==> src/rtl/crc_pkg.sv <==
package crc_pkg;
   localparam int unsigned CRC_W    = 32;
   localparam logic [31:0] POLY_STD = 32'hEDB88320;
   localparam logic [31:0] POLY_CAS = 32'h82F63B78;
   localparam logic [31:0] CRC_ONES = 32'hFFFFFFFF;

   typedef enum logic [1:0] {
      SZ_ONE   = 2'd0,
      SZ_TWO   = 2'd1,
      SZ_FOUR  = 2'd2,
      SZ_EIGHT = 2'd3
   } size_code_e;

   typedef enum logic {
      MODE_STD = 1'b0,
      MODE_CAS = 1'b1
   } crc_mode_e;
endpackage

==> src/rtl/crc_byte_step.sv <==
module crc_byte_step #(
   parameter int unsigned W      = 32,
   parameter logic [W-1:0] POLY_A = '0,
   parameter logic [W-1:0] POLY_B = '0
) (
   input  logic [W-1:0] crc_i,
   input  logic [7:0]   byte_i,
   input  logic         sel_i,
   output logic [W-1:0] crc_o
);
   logic [W-1:0] poly;
   logic [W-1:0] stage [0:8];

   assign poly     = sel_i ? POLY_B : POLY_A;
   assign stage[0] = crc_i;

   for (genvar b = 0; b < 8; b++) begin : g_bit
      logic fb;
      assign fb           = stage[b][0] ^ byte_i[b];
      assign stage[b + 1] = (stage[b] >> 1) ^ (poly & {W{fb}});
   end

   assign crc_o = stage[8];
endmodule

==> src/rtl/crc_prep.sv <==
module crc_prep
   import crc_pkg::*;
#(
   parameter int unsigned W  = 32,
   parameter int unsigned NB = 8,
   parameter int unsigned CW = 4
) (
   input  logic [W-1:0]    acc_i,
   input  logic [8*NB-1:0] data_i,
   input  logic [1:0]      size_i,
   input  logic            cas_i,
   output logic [W-1:0]    seed_o,
   output logic [8*NB-1:0] data_o,
   output logic [CW-1:0]   nbytes_o
);
   always_comb begin
      unique case (size_code_e'(size_i))
         SZ_ONE:   nbytes_o = CW'(1);
         SZ_TWO:   nbytes_o = CW'(2);
         SZ_FOUR:  nbytes_o = CW'(4);
         default:  nbytes_o = CW'(8);
      endcase
   end

   assign seed_o = (crc_mode_e'(cas_i) == MODE_CAS) ? acc_i : ~acc_i;

   for (genvar k = 0; k < NB; k++) begin : g_mask
      assign data_o[8*k +: 8] = (CW'(k) < nbytes_o) ? data_i[8*k +: 8] : 8'h00;
   end
endmodule

==> src/rtl/crc_serial_core.sv <==
module crc_serial_core
   import crc_pkg::*;
#(
   parameter int unsigned W  = 32,
   parameter int unsigned NB = 8,
   parameter int unsigned RW = 64,
   parameter int unsigned CW = 4
) (
   input  logic            clk,
   input  logic            rst_n,
   input  logic            start_i,
   input  logic            cas_i,
   input  logic [W-1:0]    seed_i,
   input  logic [8*NB-1:0] data_i,
   input  logic [CW-1:0]   nbytes_i,
   output logic [RW-1:0]   result_o,
   output logic            done_o,
   output logic            busy_o,
   output logic [CW-1:0]   cnt_o
);
   logic            busy_q;
   logic            done_q;
   logic            cas_q;
   logic [CW-1:0]   cnt_q;
   logic [W-1:0]    crc_q;
   logic [8*NB-1:0] sh_q;
   logic [RW-1:0]   res_q;
   logic [W-1:0]    nxt;
   logic [W-1:0]    fin;

   crc_byte_step #(
      .W(W), .POLY_A(POLY_STD), .POLY_B(POLY_CAS)
   ) u_step (
      .crc_i (crc_q),
      .byte_i(sh_q[7:0]),
      .sel_i (cas_q),
      .crc_o (nxt)
   );

   assign fin = nxt ^ CRC_ONES;

   always_ff @(posedge clk) begin
      if (!rst_n) begin
         busy_q <= 1'b0;
         done_q <= 1'b0;
         cas_q  <= 1'b0;
         cnt_q  <= '0;
         crc_q  <= '0;
         sh_q   <= '0;
         res_q  <= '0;
      end else begin
         done_q <= 1'b0;
         if (!busy_q) begin
            if (start_i) begin
               busy_q <= 1'b1;
               cnt_q  <= nbytes_i;
               crc_q  <= seed_i;
               sh_q   <= data_i;
               cas_q  <= cas_i;
            end
         end else begin
            crc_q <= nxt;
            sh_q  <= sh_q >> 8;
            cnt_q <= cnt_q - 1'b1;
            if (cnt_q == CW'(1)) begin
               busy_q <= 1'b0;
               done_q <= 1'b1;
               res_q  <= {{(RW-W){fin[W-1]}}, fin};
            end
         end
      end
   end

   assign result_o = res_q;
   assign done_o   = done_q;
   assign busy_o   = busy_q;
   assign cnt_o    = cnt_q;
endmodule

==> src/rtl/crc_parallel_core.sv <==
module crc_parallel_core
   import crc_pkg::*;
#(
   parameter int unsigned W  = 32,
   parameter int unsigned NB = 8,
   parameter int unsigned RW = 64,
   parameter int unsigned CW = 4
) (
   input  logic            clk,
   input  logic            rst_n,
   input  logic            start_i,
   input  logic            cas_i,
   input  logic [W-1:0]    seed_i,
   input  logic [8*NB-1:0] data_i,
   input  logic [CW-1:0]   nbytes_i,
   output logic [RW-1:0]   result_o,
   output logic            done_o,
   output logic            busy_o,
   output logic [CW-1:0]   cnt_o
);
   logic [W-1:0]  chain [0:NB];
   logic [W-1:0]  pick;
   logic [W-1:0]  fin;
   logic [RW-1:0] res_q;
   logic          done_q;

   assign chain[0] = seed_i;

   for (genvar k = 0; k < NB; k++) begin : g_lane
      crc_byte_step #(
         .W(W), .POLY_A(POLY_STD), .POLY_B(POLY_CAS)
      ) u_step (
         .crc_i (chain[k]),
         .byte_i(data_i[8*k +: 8]),
         .sel_i (cas_i),
         .crc_o (chain[k + 1])
      );
   end

   always_comb begin
      pick = chain[1];
      for (int k = 1; k <= NB; k++) begin
         if (nbytes_i == CW'(k)) pick = chain[k];
      end
   end

   assign fin = pick ^ CRC_ONES;

   always_ff @(posedge clk) begin
      if (!rst_n) begin
         res_q  <= '0;
         done_q <= 1'b0;
      end else begin
         done_q <= start_i;
         if (start_i) res_q <= {{(RW-W){fin[W-1]}}, fin};
      end
   end

   assign result_o = res_q;
   assign done_o   = done_q;
   assign busy_o   = 1'b0;
   assign cnt_o    = '0;
endmodule

==> src/rtl/crc32_unit.sv <==
module crc32_unit #(
   parameter int unsigned ACC_W      = 32,
   parameter int unsigned DATA_BYTES = 8,
   parameter int unsigned RES_W      = 64,
   parameter bit          SERIAL     = 1'b1
) (
   input  logic                    clk,
   input  logic                    rst_n,
   input  logic                    start_i,
   input  logic                    castagnoli_i,
   input  logic [1:0]              size_i,
   input  logic [ACC_W-1:0]        acc_i,
   input  logic [8*DATA_BYTES-1:0] data_i,
   output logic [RES_W-1:0]        result_o,
   output logic                    done_o
);
   localparam int unsigned CNT_W = $clog2(DATA_BYTES + 1);

   if (ACC_W != crc_pkg::CRC_W) begin : g_bad_acc
      $error("crc32_unit: ACC_W must equal the CRC width");
   end
   if (DATA_BYTES != 8) begin : g_bad_bytes
      $error("crc32_unit: the 2-bit size code needs DATA_BYTES of 8");
   end
   if (RES_W <= ACC_W) begin : g_bad_res
      $error("crc32_unit: RES_W must exceed ACC_W for sign extension");
   end

   logic [ACC_W-1:0]        seed_w;
   logic [8*DATA_BYTES-1:0] data_w;
   logic [CNT_W-1:0]        nbytes_w;
   logic                    busy_w;
   logic [CNT_W-1:0]        cnt_w;

   crc_prep #(
      .W(ACC_W), .NB(DATA_BYTES), .CW(CNT_W)
   ) u_prep (
      .acc_i   (acc_i),
      .data_i  (data_i),
      .size_i  (size_i),
      .cas_i   (castagnoli_i),
      .seed_o  (seed_w),
      .data_o  (data_w),
      .nbytes_o(nbytes_w)
   );

   if (SERIAL) begin : g_serial
      crc_serial_core #(
         .W(ACC_W), .NB(DATA_BYTES), .RW(RES_W), .CW(CNT_W)
      ) u_core (
         .clk(clk), .rst_n(rst_n), .start_i(start_i), .cas_i(castagnoli_i),
         .seed_i(seed_w), .data_i(data_w), .nbytes_i(nbytes_w),
         .result_o(result_o), .done_o(done_o), .busy_o(busy_w), .cnt_o(cnt_w)
      );
   end else begin : g_parallel
      crc_parallel_core #(
         .W(ACC_W), .NB(DATA_BYTES), .RW(RES_W), .CW(CNT_W)
      ) u_core (
         .clk(clk), .rst_n(rst_n), .start_i(start_i), .cas_i(castagnoli_i),
         .seed_i(seed_w), .data_i(data_w), .nbytes_i(nbytes_w),
         .result_o(result_o), .done_o(done_o), .busy_o(busy_w), .cnt_o(cnt_w)
      );
   end
endmodule

==> config.mk <==
export PLATFORM = sky130hd
export DESIGN_NAME = crc32_unit
export DESIGN_NICKNAME = d
export VERILOG_FILES = /design/src/rtl/crc_pkg.sv /design/src/rtl/crc_byte_step.sv /design/src/rtl/crc_prep.sv /design/src/rtl/crc_serial_core.sv /design/src/rtl/crc_parallel_core.sv /design/src/rtl/crc32_unit.sv
export SDC_FILE = /design/constraint.sdc
export NUM_CORES = 1
export LEC_CHECK = 0
export BUFFER_PORTS_ARGS = -buffer_cell sky130_fd_sc_hd__buf_2
export CAP_MARGIN = 25
export CORE_ASPECT_RATIO = 1.1
export CORE_MARGIN = 4
export CORE_UTILIZATION = 30
export CTS_CLUSTER_SIZE = 40
export DETAILED_ROUTE_END_ITERATION = 8
export SLEW_MARGIN = 20
export SYNTH_ARGS = -nofsm -noshare
export SYNTH_HDL_FRONTEND = slang
export SYNTH_HIERARCHICAL = 1
export SYNTH_SLANG_ARGS = --single-unit
==> constraint.sdc <==
create_clock -name clk -period 3.57 [get_ports clk]
set_input_delay 0.1785 -clock clk [delete_from_list [all_inputs] [get_ports clk]]
set_output_delay 0.1785 -clock clk [all_outputs]
set_load 0.03 [all_outputs]
==> flow_summary.json <==
{
  "switching_power_mw": 3.024,
  "cp.buffers_inverters": 0,
  "grt_max_degree": 95,
  "fp.dieH_um": 187.8,
  "layout_commonest_cell": "buf_2",
  "synth_top_cell_by_area": "dfxtp_1",
  "cts_max_path_buffers": 2,
  "leakagePower_nw": 4.285,
  "wl_mm": 23.52,
  "syn_inst": 951,
  "hold_viol": 0,
  "path_clk_slew_ps": 60,
  "min_period_ps": 2845,
  "status": "completed",
  "max_slew_margin": 0.3324,
  "placed_area_um2": 9409,
  "worstSetupPathType": "flip-flop to flip-flop",
  "antenna_cells": 0,
  "peakVddDrop_mv": 0.3791,
  "post_cts.repair.setup_buffers": 0,
  "hp-class": "input port to flip-flop",
  "power.density_nw_per_um2": 731.0,
  "drtIter0Drc": 339,
  "p_total_mw": 7.289,
  "drv_slew": 0,
  "clk_latency_ps": 430,
  "num_vias": 6474,
  "cts_tree": "yes",
  "crit_path_top_delay_cell": "xnor2_2",
  "seqPwrFrac": 0.258,
  "cp_data_arrival_time_ps": 3160,
  "clock_skew_ps": 18.08,
  "crit_required_ps": 3890,
  "endpoint_kind": "flip-flop",
  "grt_usage": 0.1453,
  "port_buffers": 166,
  "coreArea_um2": 28870,
  "viasPerCell": 4.572,
  "rsz0062_at_grt": "no",
  "post-route-period-util": 0.7968,
  "hold_buffers": 0,
  "finalSetupTns_ps": 0,
  "fin_area_um2": 9972,
  "setup_slack_ps": 725.4,
  "worstMarginPinSlew_ps": 1001,
  "yosys_register_bits": 135,
  "cp_slowest_stage_delay_ps": 750,
  "cts_max_level": 4,
  "first_global_vias": 6578,
  "synth_nets": 1055,
  "crit_family": "XOR/XNOR gates",
  "use_met1": 0.1800,
  "sw_frac_of_total": 0.4149,
  "cts_root_buffer": "clkbuf_16",
  "antenna_found_initial": 5,
  "cts_buffers": 17,
  "synth_top_cells_by_area": "dfxtp_1 (31%), mux2i_1 (12%), xnor2_1 (12%)",
  "grtUsageMet2": 0.2465,
  "synth.avg_cell_area_um2": 9.274,
  "first_pass_iters": 5,
  "synth_top_area_share": 0.3064,
  "synth-edff-count": 0,
  "ys_seq_area_frac": 0.3064,
  "io-pin-count": 167,
  "ctsResizeCount": 0,
  "drc_errors": 0,
  "grt.overflow.total": 0,
  "synthArstFlopShare": 0,
  "drv_cap": 0,
  "top_usage_layer": "met2",
  "area.growth.synth_to_final_pct": 13.07,
  "die_w_um": 171.5,
  "cp_max_fo": 8,
  "start_util": 0.3055,
  "gp_congestion": 0.8505,
  "drive_above_1_share": 0.2500,
  "grt_pass1_wl_mm": 36.71,
  "dp_slack_ps": 825.2,
  "syn_area_um2": 8820,
  "clockPowerShare": 0.234,
  "crit_chain": "xnor2_2 > xnor2_2 > xor2_1 > nand2_1 > xnor2_4 > xnor2_1 > nand2_1 > o21ai_1 > and2_1",
  "cts_sinks": 135,
  "cellInternalPower_mw": 4.265,
  "final_nets": 1139,
  "setup_viol": 0,
  "post-dp-hpwl_mm": 16.50,
  "row_count": 65,
  "synth_ff_type": "dfxtp_1",
  "share_comb_of_total_power": 0.508,
  "n_fill_cell": 3014,
  "yosys_warnings": 6,
  "synth.distinct_cells": 43,
  "die_area_um2": 32210,
  "ant_nets": 0,
  "grt_use_met3": 0.03900,
  "whs_ps": 130.2,
  "layout_common_cells": "buf_2 (165), dfxtp_1 (134), xnor2_1 (116)",
  "avgRoutedWirePerCell_um": 16.61,
  "fmax_ghz": 0.3515,
  "crit_path_start_kind": "flip-flop"
}
routing by layer:
metal | routed length (µm) | vias up
li1 | - | 3287
met5 | 55 | -
met3 | 1280 | 34
met4 | 438 | 10
met2 | 11620 | 166
met1 | 10120 | 2977
worst paths after layout:
| kind | start | to | slack (ps) | cells past startpoint |
|---|---|---|---|---|
| setup / recovery | g_serial.u_core/sh_q[2] | g_serial.u_core/crc_q[5] | 730 | 9 |
| hold reg to reg | g_serial.u_core/result_o[0] | g_serial.u_core/result_o[0] | 470 | 1 |
| setup reg to reg | g_serial.u_core/sh_q[2] | g_serial.u_core/crc_q[5] | 730 | 9 |
| hold / removal | data_i[5] | g_serial.u_core/sh_q[5] | 130 | 4 |
cell usage after synthesis (3+ instances only):
cell	number
dfxtp_1	135
xnor2_1	116
nand2_1	113
and2_1	108
mux2i_1	102
o21ai_1	90
buf_4	39
and3_1	32
clkbuf_1	31
o2bb2ai_2	30
buf_6	26
xor2_1	23
nor2_1	18
a21oi_1	9
buf_2	9
o21a_1	8
xnor2_2	6
xnor2_4	6
inv_1	5
o21ai_0	5
xor2_2	4
buf_1	3
buf_12	3
nor2b_1	3
worst register-to-register path, delay by kind of cell, from the launching register on:
kind / cells / cell delay, ps
AND/OR/NAND/NOR: 3 / 430
XOR/XNOR: 5 / 1880
AO/OA/AOI/OAI: 1 / 60
flip-flops: 1 / 360
area by class of cell:
class | count | area (µm²) | area share
multi-input cells | 698 | 5275 | 0.5290
inverters | 5 | 18.77 | 0.001882
well taps | 368 | 460.4 | 0.04617
clock inverters | 13 | 120.1 | 0.01205
repair buffers | 178 | 948.4 | 0.09511
clock buffers | 19 | 442.9 | 0.04442
flip-flops and latches | 135 | 2706 | 0.2714
registers in the layout, summed over array words and instances, names as in the netlist:
register	flops
g_serial.u_core/done_o	1
g_serial.u_core/crc_q	32
g_serial.u_core/cnt_o	4
g_serial.u_core/busy_o	1
g_serial.u_core/cas_q	1
g_serial.u_core/sh_q	64
g_serial.u_core/result_o	32
power groups by stage:
stage | clock network [mW] | logic [mW] | registers (mW)
floorplan | 0 | 2.97 | 1.91
global placement | 0 | 3.67 | 1.91
detailed placement | 0 | 3.67 | 1.91
CTS | 1.76 | 3.71 | 1.88
global route | 1.83 | 4.00 | 1.90
finish | 1.71 | 3.70 | 1.88
per-stage QoR:
step                      std cells    util
after global routing           1416  0.3454
after detailed placement       1384  0.3259
after CTS                      1416  0.3454
final                          1416  0.3454
after floorplan                 951       -
after global placement         1383  0.3252
logic make-up (layout without fill, tap and decap cells):
| group | after synthesis | in the layout | synth area share |
|---|---|---|---|
| mux | 102 | 102 | 0.1158 |
| xor+xnor | 159 | 159 | 0.1867 |
| flops | 135 | 135 | 0.3064 |
| simple gates | 282 | 282 | 0.1647 |
| buf+inv | 118 | 215 | 0.09604 |
| fa+ha+maj | 2 | 2 | 0.002837 |
| compound gates | 153 | 153 | 0.1275 |
No activity file was read; power rests on OpenSTA's default activity.
